<file path="config.mk">
export PLATFORM = sky130hd
export DESIGN_NAME = wide_access_bridge
export DESIGN_NICKNAME = d
export VERILOG_FILES = /design/src/rtl/wide_access_bridge.sv
export SDC_FILE = /design/constraint.sdc
export NUM_CORES = 1
export LEC_CHECK = 0
export ABC_AREA = 1
export BUFFER_PORTS_ARGS = -buffer_cell sky130_fd_sc_hd__clkbuf_2
export CAP_MARGIN = 30
export CORE_AREA = 2 2 205 207
export CTS_CLUSTER_SIZE = 25
export DETAILED_ROUTE_END_ITERATION = 8
export DIE_AREA = 0 0 207 209
export GPL_TIMING_DRIVEN = 0
export MAX_ROUTING_LAYER = met4
export PLACE_DENSITY = 0.63
export SYNTH_ARGS = -nofsm -noshare
export SYNTH_HDL_FRONTEND = slang
export SYNTH_SLANG_ARGS = --single-unit
</file>
<file path="constraint.sdc">
create_clock -name clk -period 1.73 [get_ports clk]
set_clock_uncertainty 0.2 [all_clocks]
set_input_delay 0.0865 -clock clk [delete_from_list [all_inputs] [get_ports clk]]
set_output_delay 0.0865 -clock clk [all_outputs]
set_load 0.01 [all_outputs]
</file>
<file path="src/rtl/wide_access_bridge.sv">
module wide_access_bridge #(
  parameter int AW = 8,
  parameter logic [2**(AW-3)-1:0] BYPASS_MAP = 'h80
) (
  input  logic          clk,
  input  logic          rst_n,
  input  logic [AW-1:0] h_addr,
  input  logic          h_rd,
  input  logic          h_wr,
  input  logic [31:0]   h_wdata,
  output logic [31:0]   h_rdata,
  output logic          h_rvalid,
  output logic          w_rd_en,
  output logic [AW-1:0] w_rd_addr,
  input  logic [127:0]  w_rd_data,
  output logic          w_wr_en,
  output logic [AW-1:0] w_wr_addr,
  output logic [3:0]    w_wr_strb,
  output logic [127:0]  w_wr_data
);
  localparam int LANES = 4;

  wire          is_mem = h_addr[AW-1];
  wire [1:0]    dw     = is_mem ? {1'b0, h_addr[0]} : h_addr[1:0];
  wire [AW-1:0] base   = is_mem ? {h_addr[AW-1:1], 1'b0} : {h_addr[AW-1:2], 2'b00};
  wire [3:0]    need   = is_mem ? 4'b0011 : 4'b1111;
  wire [3:0]    lane   = 4'b0001 << dw;
  wire          byp    = !is_mem && BYPASS_MAP[h_addr[AW-2:2]];

  logic          rb_ok;
  logic [AW-1:0] rb_base;
  logic [127:0]  rb;

  assign w_rd_addr = base;
  assign w_rd_en   = h_rd && (dw == 2'd0 || !rb_ok || rb_base != base);

  always_ff @(posedge clk) begin
    if (!rst_n) begin
      rb_ok    <= 1'b0;
      rb_base  <= '0;
      rb       <= '0;
      h_rdata  <= '0;
      h_rvalid <= 1'b0;
    end else begin
      h_rvalid <= h_rd;
      if (w_rd_en) begin
        rb      <= w_rd_data;
        rb_base <= base;
        rb_ok   <= 1'b1;
        h_rdata <= w_rd_data[dw*32 +: 32];
      end else if (h_rd) begin
        h_rdata <= rb[dw*32 +: 32];
      end
    end
  end

  logic [3:0]    wm;
  logic [AW-1:0] wb_base;
  logic [127:0]  wb;

  wire       fresh = (wm == 4'b0) || (wb_base != base);
  wire [3:0] wm_nx = (fresh ? 4'b0 : wm) | lane;

  for (genvar k = 0; k < LANES; k++) begin : g_merge
    assign w_wr_data[k*32 +: 32] = lane[k] ? h_wdata : wb[k*32 +: 32];
  end

  assign w_wr_en   = h_wr && (byp || wm_nx == need);
  assign w_wr_strb = byp ? lane : need;
  assign w_wr_addr = base;

  always_ff @(posedge clk) begin
    if (!rst_n) begin
      wm      <= '0;
      wb_base <= '0;
      wb      <= '0;
    end else if (h_wr && !byp) begin
      if (w_wr_en) begin
        wm <= '0;
      end else begin
        wm      <= wm_nx;
        wb_base <= base;
        for (int k = 0; k < LANES; k++)
          if (lane[k]) wb[k*32 +: 32] <= h_wdata;
      end
    end
  end
endmodule


</file>
==> results of run 1 <==
-- synthesized netlist by cell type --
cell type,n
nand2_1,423
nor2_1,341
inv_1,337
nand3_1,336
dfxtp_1,308
o21ai_0,175
a21oi_1,146
or2_2,127
clkbuf_1,94
nand3b_1,66
buf_2,41
buf_4,26
buf_1,25
o21ai_1,24
buf_6,14
xnor2_1,7
inv_2,4
nand2_2,3
xor2_1,2
a211oi_1,1
a21boi_1,1
conb_1,1
nand3_2,1
nand4_1,1
nor2_2,1
nor3_1,1
nor4_2,1
or2_1,1
-- worst reg2reg max path: stages, from the launching register on --
cell and delay, ns:
dfxtp_4 0.36, xnor2_2 0.12, nand2_1 0.10, nor2_4 0.18, nand3_2 0.11, buf_4 0.14
nand3_1 0.07, nand2_2 0.07, nand3_4 0.10, buf_4 0.12, buf_12 0.15, buf_12 0.18
clkbuf_16 0.16, nand3_1 0.08, nand2_1 0.10, nor2_1 0.04
-- through the flow --
step           setup TNS [ns]  total power [W]  hold WS [ns]  utilization  worst slack, ns
4_1_cts               -129.60           0.0210       -0.0188        0.577           -0.793
6_report              -140.50           0.0214        0.0245        0.614           -0.779
3_3_place_gp          -272.94           0.0119         0.163        0.456            -1.07
3_5_place_dp          -269.45           0.0120         0.164        0.457            -1.05
5_1_grt               -190.54           0.0222        0.0357        0.614           -0.908
2_1_floorplan          -11.23           0.0105        0.0354            -          -0.0761
-- worst paths after layout --
kind | slack [ns] | cells past startpoint | startpoint | to
worst max register to register | -0.66 | 15 | wb_base[6] | wb[104]
worst min register to register | 0.27 | 2 | rb_base[3] | rb_base[3]
worst max-delay path | -0.78 | 12 | wb_base[6] | w_wr_en
worst min-delay path | 0.02 | 7 | h_addr[0] | wm[0]
-- per-layer routing --
layer	vias up	routed length [µm]
met5	-	0
met4	0	3350
met3	216	5460
met2	982	35500
met1	9322	27300
li1	9172	-
-- sequential cells by signal, indices dropped and copies added (netlist names) --
| name | flops |
|---|---|
| rb | 128 |
| wb | 128 |
| h_rdata | 32 |
| rb_base | 7 |
| wb_base | 7 |
| wm | 4 |
| h_rvalid | 1 |
| rb_ok | 1 |
-- final cells by class --
class / count / area share
antenna: 2 / 0.000197
buffer: 196 / 0.0616
clock buffer: 58 / 0.0452
clock inverter: 9 / 0.00400
inverter: 341 / 0.0510
multi-input combinational: 1660 / 0.372
sequential: 308 / 0.244
tap: 539 / 0.0266
timing repair buffer: 616 / 0.195
-- report_power, final --
group          leakage (nW)  switching [W]  internal, W  total (W)
clock                 0.616        0.00330      0.00486    0.00816
combinational          9.88        0.00308      0.00231    0.00539
sequential             2.56       0.000242      0.00766    0.00790
-- timing repair --
action,CTS,global route
resized for setup,431,247
pin swaps,93,71
endpoints found under the hold margin,303,1
buffers inserted,41,25
endpoints found under the setup margin,439,436
hold buffers,171,1
gates cloned,9,26
-- logic make-up after synthesis --
family,count (synthesis),share of synthesized area
buffers and inverters,541,0.141
AOI/OAI and AO/OA,347,0.108
other,1,0.000232
xor gates and xnor gates,9,0.00487
DFF,308,0.381
and+or+nand+nor,1302,0.365
==> flow_metrics.env, run 1 <==
export IMPL_outcome="finished with violations"
export IMPL_failed_checks="setup timing"
export IMPL_dp_cells=3399
export IMPL_cts_max_path_buffers=3
export IMPL_min_delay_path_class="primary input to flip-flop"
export IMPL_post_synth_inst_count=2508
export IMPL_p_leak_nw=13.1
export IMPL_clock_sinks=308
export IMPL_worst_setup_path_end_kind="output port"
export IMPL_detailroute_via_count=19692
export IMPL_synthDistinctLibCells=28
export IMPL_area_delta_synth_final_pct=56.7
export IMPL_clock_root_buffer="clkbuf_16"
export IMPL_cts_clk_slew_worst_paths_ns=0.06
export IMPL_path_buf_inv=3
export IMPL_timing_critical_path_mode_cell="nand2_2"
export IMPL_filler_cell_count=3551
export IMPL_number_of_max_cap_violations=0
export IMPL_level_count_of_the_clock_h_tree=2
export IMPL_worst_margin_slew_ns=0.900
export IMPL_netlist_top_cells_area="dfxtp_1 (38%), nand3_1 (10%), nand2_1 (9.8%), nor2_1 (7.9%), inv_1 (7.8%)"
export IMPL_die_width_um=207
export IMPL_min_period_ns=2.51
export IMPL_first_pass_grt_wire_length_um=103000
export IMPL_floorplan_rows=75
export IMPL_cp_data_required_time_ns=1.44
export IMPL_placement_cell_area_mm2=0.0189
export IMPL_postLayoutSetupSlackWorst_ns=-0.779
export IMPL_postSynthRegisterBits=308
export IMPL_multiInputGateArea_mm2=0.00943
export IMPL_rsz_0062_raised_after_global_routing="true"
export IMPL_final_design_area_no_fill_mm2=0.0254
export IMPL_timing_final_max_slew_violations=0
export IMPL_via_count_of_the_first_global_routing_pass=18535
export IMPL_area_sequential_mm2=0.00619
export IMPL_synth_yosys_seq_area_share=0.381
export IMPL_number_of_buffers_inserted_by_port_buffering=350
export IMPL_floorplan_initialDensity=0.392
export IMPL_layout_drive_gt1_share=0.350
export IMPL_first_pass_iters=6
export IMPL_gp_congestion=0.906
export IMPL_drt_drc_violations_left=0
export IMPL_cp_top_family="simple AND/OR/NAND/NOR gates"
export IMPL_tritoncts="built"
export IMPL_drt_antenna_violating_nets=0
export IMPL_maximum_number_of_pins_on_one_net_before_global_route_repair=13
export IMPL_core_region_area_mm2=0.0413
export IMPL_floorplan_io_pins=355
export IMPL_grt_met3_usage=0.0491
export IMPL_final_setup_viol_count=422
export IMPL_ir_worst_vdd_uv=816
export IMPL_cts_made_buffers=38
export IMPL_layout_worst_path_cycle_share=1.45
export IMPL_start_kind="flip-flop"
export IMPL_place_hpwl_um=46300
export IMPL_max_fclk_mhz=399
export IMPL_worst_skew_pair_late_latency_ns=0.55
export IMPL_yosys_area_top_type="dfxtp_1"
export IMPL_critical_path_slowest_cell="dfxtp_4"
export IMPL_grt_total_usage=0.309
export IMPL_nNetsFinal=3333
export IMPL_max_slew_margin=0.400
export IMPL_route_detailed_vias_per_inst=5.28
export IMPL_post_synth_instance_area_mm2=0.0162
export IMPL_totalWireLength_um=71600
export IMPL_final_cells=3729
export IMPL_top_usage_layer="met2"
export IMPL_route_detailed_wl_per_inst_um=19.2
export IMPL_mostFrequentLayoutCells="clkbuf_2 (356), inv_1 (329), nand2_1 (321)"
export IMPL_timing_critical_path_fanout_max=4
export IMPL_grt_use_met2=0.527
export IMPL_worstPathArrival_ns=2.22
export IMPL_grt_antenna_before_repair=2
export IMPL_fp_dieArea_mm2=0.0433
export IMPL_syn_area_per_cell_um2=6.45
export IMPL_grtUsageMet1=0.353
export IMPL_hold_viol=0
export IMPL_synth_largest_type_area_fraction=0.381
export IMPL_die_height_um=209
export IMPL_power_density_over_the_cells_mw_per_mm2=846
export IMPL_drt_iter0_markers=1621
export IMPL_gr_total_overflow=0
export IMPL_mostFrequentLayoutCell="clkbuf_2"
export IMPL_setup_worst_path_class="flip-flop to output port"
export IMPL_critical_path_max_stage_delay_ns=0.36
export IMPL_cell_chain_of_the_critical_path="xnor2_2 -> nand2_1 -> nor2_4 -> nand3_2 -> nand2_2 -> nand2_2 -> nand2_2 -> nand3_4 -> buf_12 -> buf_12 -> a21boi_2 -> buf_2"
export IMPL_yosys_warnings=0
(Power assumes the default switching activity.)
==> inputs of run 2 (changes only) <==
- ABC_AREA: 1 -> unset
- CORE_AREA: 2 2 205 207 -> 2 2 192 194
- DIE_AREA: 0 0 207 209 -> 0 0 194 196
- PLACE_DENSITY: 0.63 -> 0.65
==> run 2 against run 1 <==
The run ends with hold timing, setup timing left. Via count decreased by 19%. Sequential power down 13%. Routed wire length decreased by 14%. Non-clock buffer count decreased by 57. Global-route usage is 1.9 points lower. Design area down 9.7%. Critical path type unchanged.
==> flow_metrics.env, run 2 <==
export IMPL_timing_critical_path_mode_cell="buf_8"
export IMPL_final_setup_viol_count=311
export IMPL_final_design_area_no_fill_mm2=0.0229
export IMPL_netlist_top_cells_area="dfxtp_1 (39%), nand2_1 (16%), mux2_2 (10%), mux2i_1 (9.5%), a21oi_1 (5.0%)"
export IMPL_level_count_of_the_clock_h_tree=2
export IMPL_post_synth_inst_count=1743
export IMPL_asyncSetResetFlopFracSynth=0
export IMPL_total_stage_count_of_the_critical_path=7
export IMPL_number_of_enable_flip_flop_cells_after_synthesis=0
export IMPL_cp_top_family="buffers and inverters"
export IMPL_number_of_buffers_inserted_by_port_buffering=349
export IMPL_die_height_um=196
export IMPL_syn_area_per_cell_um2=8.19
export IMPL_grt_antenna_before_repair=4
export IMPL_first_pass_iters=8
export IMPL_placement_cell_area_mm2=0.0169
export IMPL_largest_reg_flops=128
export IMPL_max_fclk_mhz=430
export IMPL_floorplan_io_pins=355
export IMPL_drt_antenna_violating_nets=0
export IMPL_timing_critical_path_fanout_max=3
export IMPL_synthDistinctLibCells=52
export IMPL_hold_path_depth=3
export IMPL_via_count_of_the_first_global_routing_pass=15050
export IMPL_power_density_over_the_cells_mw_per_mm2=785
export IMPL_yosys_area_top_type="dfxtp_1"
export IMPL_largest_family_of_logic_cells_by_synthesized_area="multiplexers"
export IMPL_synth_compound_gate_area_share=0.146
export IMPL_postLayoutSetupSlackWorst_ns=-0.598
export IMPL_ir_worst_vdd_uv=779
export IMPL_cts_clk_slew_worst_paths_ns=0.06
export IMPL_synth_fa_ha_area_frac=0
export IMPL_mostFrequentLayoutCell="nand2_1"
export IMPL_layout_worst_path_cycle_share=1.35
export IMPL_top_cells_by_instance_count_after_synthesis="nand2_1 (597), dfxtp_1 (276), a21oi_1 (142)"
export IMPL_synthXorXnorAreaFrac=0.00859
export IMPL_tritoncts="built"
export IMPL_fin_hold_ws_ns=-0.0673
export IMPL_setup_worst_path_class="flip-flop to output port"
export IMPL_hold_viol=2
export IMPL_cell_chain_of_the_critical_path="xnor2_2 -> nand3_2 -> o31ai_4 -> inv_2 -> buf_8 -> buf_8 -> buf_6"
export IMPL_die_width_um=194
export IMPL_outcome="finished with violations"
export IMPL_worstPathArrival_ns=2.04
export IMPL_worst_setup_path_end_kind="output port"
export IMPL_route_detailed_wl_per_inst_um=21.5
export IMPL_totalWireLength_um=61400
export IMPL_timing_final_max_slew_violations=0
export IMPL_gp_congestion=0.919
export IMPL_cts_max_path_buffers=3
export IMPL_place_hpwl_um=40100
export IMPL_p_leak_nw=9.75
export IMPL_synth_largest_type_area_fraction=0.387
export IMPL_path_buf_inv=4
export IMPL_failed_checks="hold timing, setup timing"
export IMPL_cp_data_required_time_ns=1.44
export IMPL_nNetsFinal=2529
export IMPL_area_delta_synth_final_pct=60.5
export IMPL_layout_drive_gt1_share=0.414
export IMPL_floorplan_rows=70
export IMPL_yosys_cell_count_top_type="nand2_1"
export IMPL_critical_path_slowest_cell="o31ai_4"
export IMPL_dp_cells=2562
export IMPL_rsz_0062_raised_after_global_routing="true"
export IMPL_mostFrequentLayoutCells="nand2_1 (507), clkbuf_2 (334), dfxtp_1 (269)"
export IMPL_ff2ff_path_depth=8
export IMPL_worst_skew_pair_late_latency_ns=0.51
export IMPL_min_period_ns=2.33
export IMPL_drt_drc_violations_left=0
export IMPL_synth_yosys_seq_area_share=0.387
export IMPL_postSynthRegisterBits=276
export IMPL_route_detailed_vias_per_inst=5.60
export IMPL_maximum_number_of_pins_on_one_net_before_global_route_repair=13
export IMPL_start_kind="flip-flop"
export IMPL_cts_made_buffers=34
export IMPL_critical_path_max_stage_delay_ns=0.37
export IMPL_yosys_area_share_simple=0.178
export IMPL_final_cells=2854
export IMPL_number_of_max_cap_violations=0
export IMPL_grt_total_usage=0.290
export IMPL_first_pass_grt_wire_length_um=85300
export IMPL_detailroute_via_count=15985
export IMPL_min_delay_path_class="primary input to flip-flop"
export IMPL_yosys_warnings=0
export IMPL_max_slew_margin=0.392
export IMPL_drt_iter0_markers=1015
export IMPL_largestRegisters="wb: 128 flops, rb: 96 flops, h_rdata: 32 flops"
export IMPL_register_ranked_first_by_flip_flop_count="wb"
export IMPL_clock_sinks=276
export IMPL_fp_dieArea_mm2=0.0380
export IMPL_post_synth_instance_area_mm2=0.0143
export IMPL_floorplan_initialDensity=0.395
export IMPL_synth_mux_area_frac=0.224
export IMPL_most_used_flip_flop_cell_after_synthesis="dfxtp_1"
export IMPL_core_region_area_mm2=0.0361
export IMPL_clock_root_buffer="clkbuf_16"
export IMPL_gr_total_overflow=0
export IMPL_worst_margin_slew_ns=0.911
==> run 2: cell count changes after synthesis, moves of 29 or more <==
cell      before  now
nand2_1      423  597
nand3_1      336    9
inv_1        337    6
mux2_2         0  131
nor2_1       341   10
a311oi_1       0   33
mux2i_1        0  136
a41oi_1        0   29
nand3b_1      66    3
o21ai_0      175   65
mux2_1         0   32
a221o_1        0   29
or2_2        127    0
dfxtp_1      308  276
==> run 2: tightest hold or removal path: cells and delay by family <==
kind,cells,cell delay (ns)
compound gates,1,0.22
simple gates,1,0.20
buf+inv,1,0.09
==> run 2: layout make-up <==
class                      instances  area (µm²)
clock inverter                     9         101
clock buffer                      52        1000
tap                              468         586
sequential                       276        5540
timing repair buffer             583        4540
multi-input combinational       1283        9610
buffer                           172        1490
antenna                            4        10.0
inverter                           7        26.3
fill                            2865       13200
==> run 2: report_power, final <==
group	switching, W	internal [W]	leakage [nW]
Combinational	0.00209	0.00184	6.95
Clock	0.00287	0.00429	0.540
Sequential	0.000192	0.00668	2.26
==> run 2: layer usage <==
layer / global-route usage / routed length [µm] / share of wire / vias to the layer above
li1: - / - / - / 7255
met5: - / 0 / 0 / -
met4: 0.0940 / 2670 / 0.043 / 0
met3: 0.0712 / 5350 / 0.087 / 216
met2: 0.508 / 30000 / 0.49 / 871
met1: 0.324 / 23300 / 0.38 / 7643
==> run 2: final timing paths <==
| check | start | endpoint | slack (ns) |
|---|---|---|---|
| worst min register to register | wb[59] | wb[59] | 0.25 |
| worst max-delay path | rb_base[5] | w_rd_en | -0.60 |
| worst min-delay path | h_wr | wm[2] | -0.07 |
| worst max register to register | rb_base[5] | h_rdata[10] | -0.53 |
==> run 2: cells by family after synthesis <==
kind of cell,Yosys count
AOI/OAI and AO/OA,321
xor gates and xnor gates,14
buffers and inverters,185
DFF,276
muxes,299
other,1
and+or+nand+nor,647
==> run 2: what timing repair did <==
action | CTS | global route
hold buffers | 166 | 1
endpoints found under the hold margin | 269 | 3
resized for setup | 168 | 524
setup buffers | 24 | 26
setup endpoints to repair | 406 | 406
cloned | 3 | 14
pin swaps | 15 | 95
==> run 2: stage by stage <==
stage / total power, W / setup TNS, ns / util / hold WS [ns] / worst slack (ns)
after floorplan: 0.00854 / -61.63 / - / 0.0225 / -0.348
after global placement: 0.00962 / -330.13 / 0.467 / 0.125 / -1.24
after detailed placement: 0.00967 / -317.97 / 0.467 / 0.133 / -1.24
after CTS: 0.0173 / -144.48 / 0.568 / -0.0686 / -0.519
after global routing: 0.0186 / -151.97 / 0.635 / -0.0480 / -0.650
final: 0.0180 / -130.53 / 0.635 / -0.0673 / -0.598
==> inputs of run 3 (changes only) <==
- SETUP_SLACK_MARGIN: unset -> 0.15
==> run 3 against run 2 <==
The run still ends with hold timing, setup timing left. Non-clock buffer count grew 50. Count of clock-buffer cells in the layout grew 3. Via count grew 3.3%. Routed wire length grew 6.1%. Setup slack lost 0.056 ns. Final cell count grew 1.7%.
==> flow_metrics.env, run 3 (same netlist as run 2, synthesis figures left out) <==
export IMPL_outcome="finished with violations"
export IMPL_failed_checks="hold timing, setup timing"
export IMPL_number_of_max_cap_violations=0
export IMPL_core_region_area_mm2=0.0361
export IMPL_gp_congestion=0.917
export IMPL_tritoncts="built"
export IMPL_worstPathArrival_ns=2.10
export IMPL_totalWireLength_um=65100
export IMPL_cts_max_path_buffers=3
export IMPL_place_hpwl_um=39600
export IMPL_worst_margin_slew_ns=0.928
export IMPL_top_usage_layer="met2"
export IMPL_largest_reg_flops=128
export IMPL_p_leak_nw=10.5
export IMPL_first_pass_iters=7
export IMPL_placement_cell_area_mm2=0.0169
export IMPL_critical_path_max_stage_delay_ns=0.36
export IMPL_timing_critical_path_fanout_max=6
export IMPL_critical_path_startpoint="rb_base[6]"
export IMPL_start_kind="flip-flop"
export IMPL_floorplan_rows=70
export IMPL_ir_worst_vdd_uv=753
export IMPL_clock_power_share=0.384
export IMPL_level_count_of_the_clock_h_tree=2
export IMPL_clock_sinks=276
export IMPL_mostFrequentLayoutCells="nand2_1 (471), clkbuf_2 (308), dfxtp_1 (271)"
export IMPL_pwr_share_seq=0.378
export IMPL_first_pass_grt_wire_length_um=90900
export IMPL_via_count_of_the_first_global_routing_pass=15927
export IMPL_layout_worst_path_cycle_share=1.38
export IMPL_max_slew_margin=0.381
export IMPL_nNetsFinal=2579
export IMPL_floorplan_initialDensity=0.395
export IMPL_postLayoutSetupSlackWorst_ns=-0.653
export IMPL_filler_cell_count=2680
export IMPL_drt_antenna_violating_nets=0
export IMPL_largestRegisters="wb: 128 flops, rb: 96 flops, h_rdata: 32 flops"
export IMPL_area_delta_synth_final_pct=70.3
export IMPL_cell_chain_of_the_critical_path="xnor2_4 -> o2111ai_4 -> o31ai_4 -> inv_2 -> buf_8 -> buf_8 -> buf_6"
export IMPL_floorplan_io_pins=355
export IMPL_worst_skew_pair_late_latency_ns=0.52
export IMPL_die_width_um=194
export IMPL_route_detailed_vias_per_inst=5.69
export IMPL_sw_frac_of_total=0.291
export IMPL_power_net_switching_w=0.00532
export IMPL_min_delay_path_class="primary input to flip-flop"
export IMPL_route_detailed_wl_per_inst_um=22.4
export IMPL_power_density_over_the_cells_mw_per_mm2=752
export IMPL_r2r_start="wb_base[3]"
export IMPL_drt_iter0_markers=1099
export IMPL_cts_hold_buf=166
export IMPL_timing_critical_path_mode_cell="buf_8"
export IMPL_final_setup_viol_count=354
export IMPL_fin_hold_ws_ns=-0.0641
export IMPL_setup_worst_path_class="flip-flop to output port"
export IMPL_maximum_number_of_pins_on_one_net_before_global_route_repair=12
export IMPL_cts_clk_slew_worst_paths_ns=0.06
export IMPL_worst_hold_startpoint="h_wr"
export IMPL_worst_setup_path_end_kind="output port"
export IMPL_gr_total_overflow=0
export IMPL_die_height_um=196
export IMPL_clock_root_buffer="clkbuf_16"
export IMPL_number_of_buffers_inserted_by_port_buffering=349
export IMPL_timing_final_max_slew_violations=0
export IMPL_layout_drive_gt1_share=0.447
export IMPL_internal_power_w=0.0129
export IMPL_mostFrequentLayoutCell="nand2_1"
export IMPL_grt_total_usage=0.311
export IMPL_comb_power_share=0.238
export IMPL_max_fclk_mhz=420
export IMPL_cp_data_required_time_ns=1.44
export IMPL_min_period_ns=2.38
export IMPL_grt_use_met2=0.536
export IMPL_hold_viol=2
export IMPL_final_design_area_no_fill_mm2=0.0243
export IMPL_fp_dieArea_mm2=0.0380
export IMPL_drt_drc_violations_left=0
export IMPL_register_ranked_first_by_flip_flop_count="wb"
export IMPL_grt_met3_usage=0.0724
export IMPL_hold_path_depth=4
export IMPL_detailroute_via_count=16509
export IMPL_grt_antenna_before_repair=2
export IMPL_critical_path_slowest_cell="o31ai_4"
export IMPL_ff2ff_path_depth=10
export IMPL_rsz_0062_raised_after_global_routing="true"
export IMPL_pre_cts_ws_ns=-1.21
export IMPL_cts_made_buffers=34
export IMPL_grtUsageMet1=0.343
-- run 3: worst paths after layout --
check / slack, ns / end
hold / removal: -0.06 / wb_base[1]
setup / recovery: -0.65 / w_rd_en
hold reg to reg: 0.25 / wb[0]
setup reg to reg: -0.63 / wb[62]
-- run 3: what timing repair did --
action	CTS	global route
gates resized for setup	460	384
pin swaps	166	66
endpoints found under the setup margin	407	408
endpoints found under the hold margin	270	2
gates cloned	21	19
setup buffers	35	37
-- run 3: per-layer routing --
metal	wire length (µm)	part of all wire
met5	0	0
met4	3470	0.053
met3	5780	0.089
met2	32200	0.49
met1	23700	0.36
-- run 3: per-stage QoR --
stage	setup TNS (ns)	hold slack, ns	cells	total power, W	util
2_1_floorplan	-61.36	0.0225	1744	0.00856	-
3_3_place_gp	-257.27	0.124	2561	0.00964	0.468
3_5_place_dp	-267.21	0.130	2561	0.00968	0.468
4_1_cts	-144.83	-0.0744	2843	0.0176	0.615
5_1_grt	-176.52	-0.0226	2901	0.0187	0.673
6_report	-155.66	-0.0641	2903	0.0183	0.673
-- run 3: worst max-delay path, delay by kind of cell, from the launching register on --
kind,cells,cell delay (ns)
buf+inv,4,0.47
flops,1,0.35
xor+xnor,1,0.21
compound gates,2,0.54
-- run 3: cell type report --
type	instances	area (µm²)	area share
multi-input combinational	1283	9890	0.407
sequential	276	5530	0.228
timing repair buffer	627	5420	0.223
buffer	178	1760	0.0726
clock buffer	55	1040	0.0428
tap	468	586	0.0241
clock inverter	5	31.3	0.00129
inverter	7	26.3	0.00108
antenna	4	10.0	0.000412
-- run 3: power by group through the flow --
stage	Combinational, W	Sequential, W	Clock (W)
floorplan	0.00160	0.00696	0
global placement	0.00267	0.00696	0
detailed placement	0.00270	0.00698	0
CTS	0.00369	0.00687	0.00705
global route	0.00455	0.00693	0.00726
finish	0.00434	0.00691	0.00701
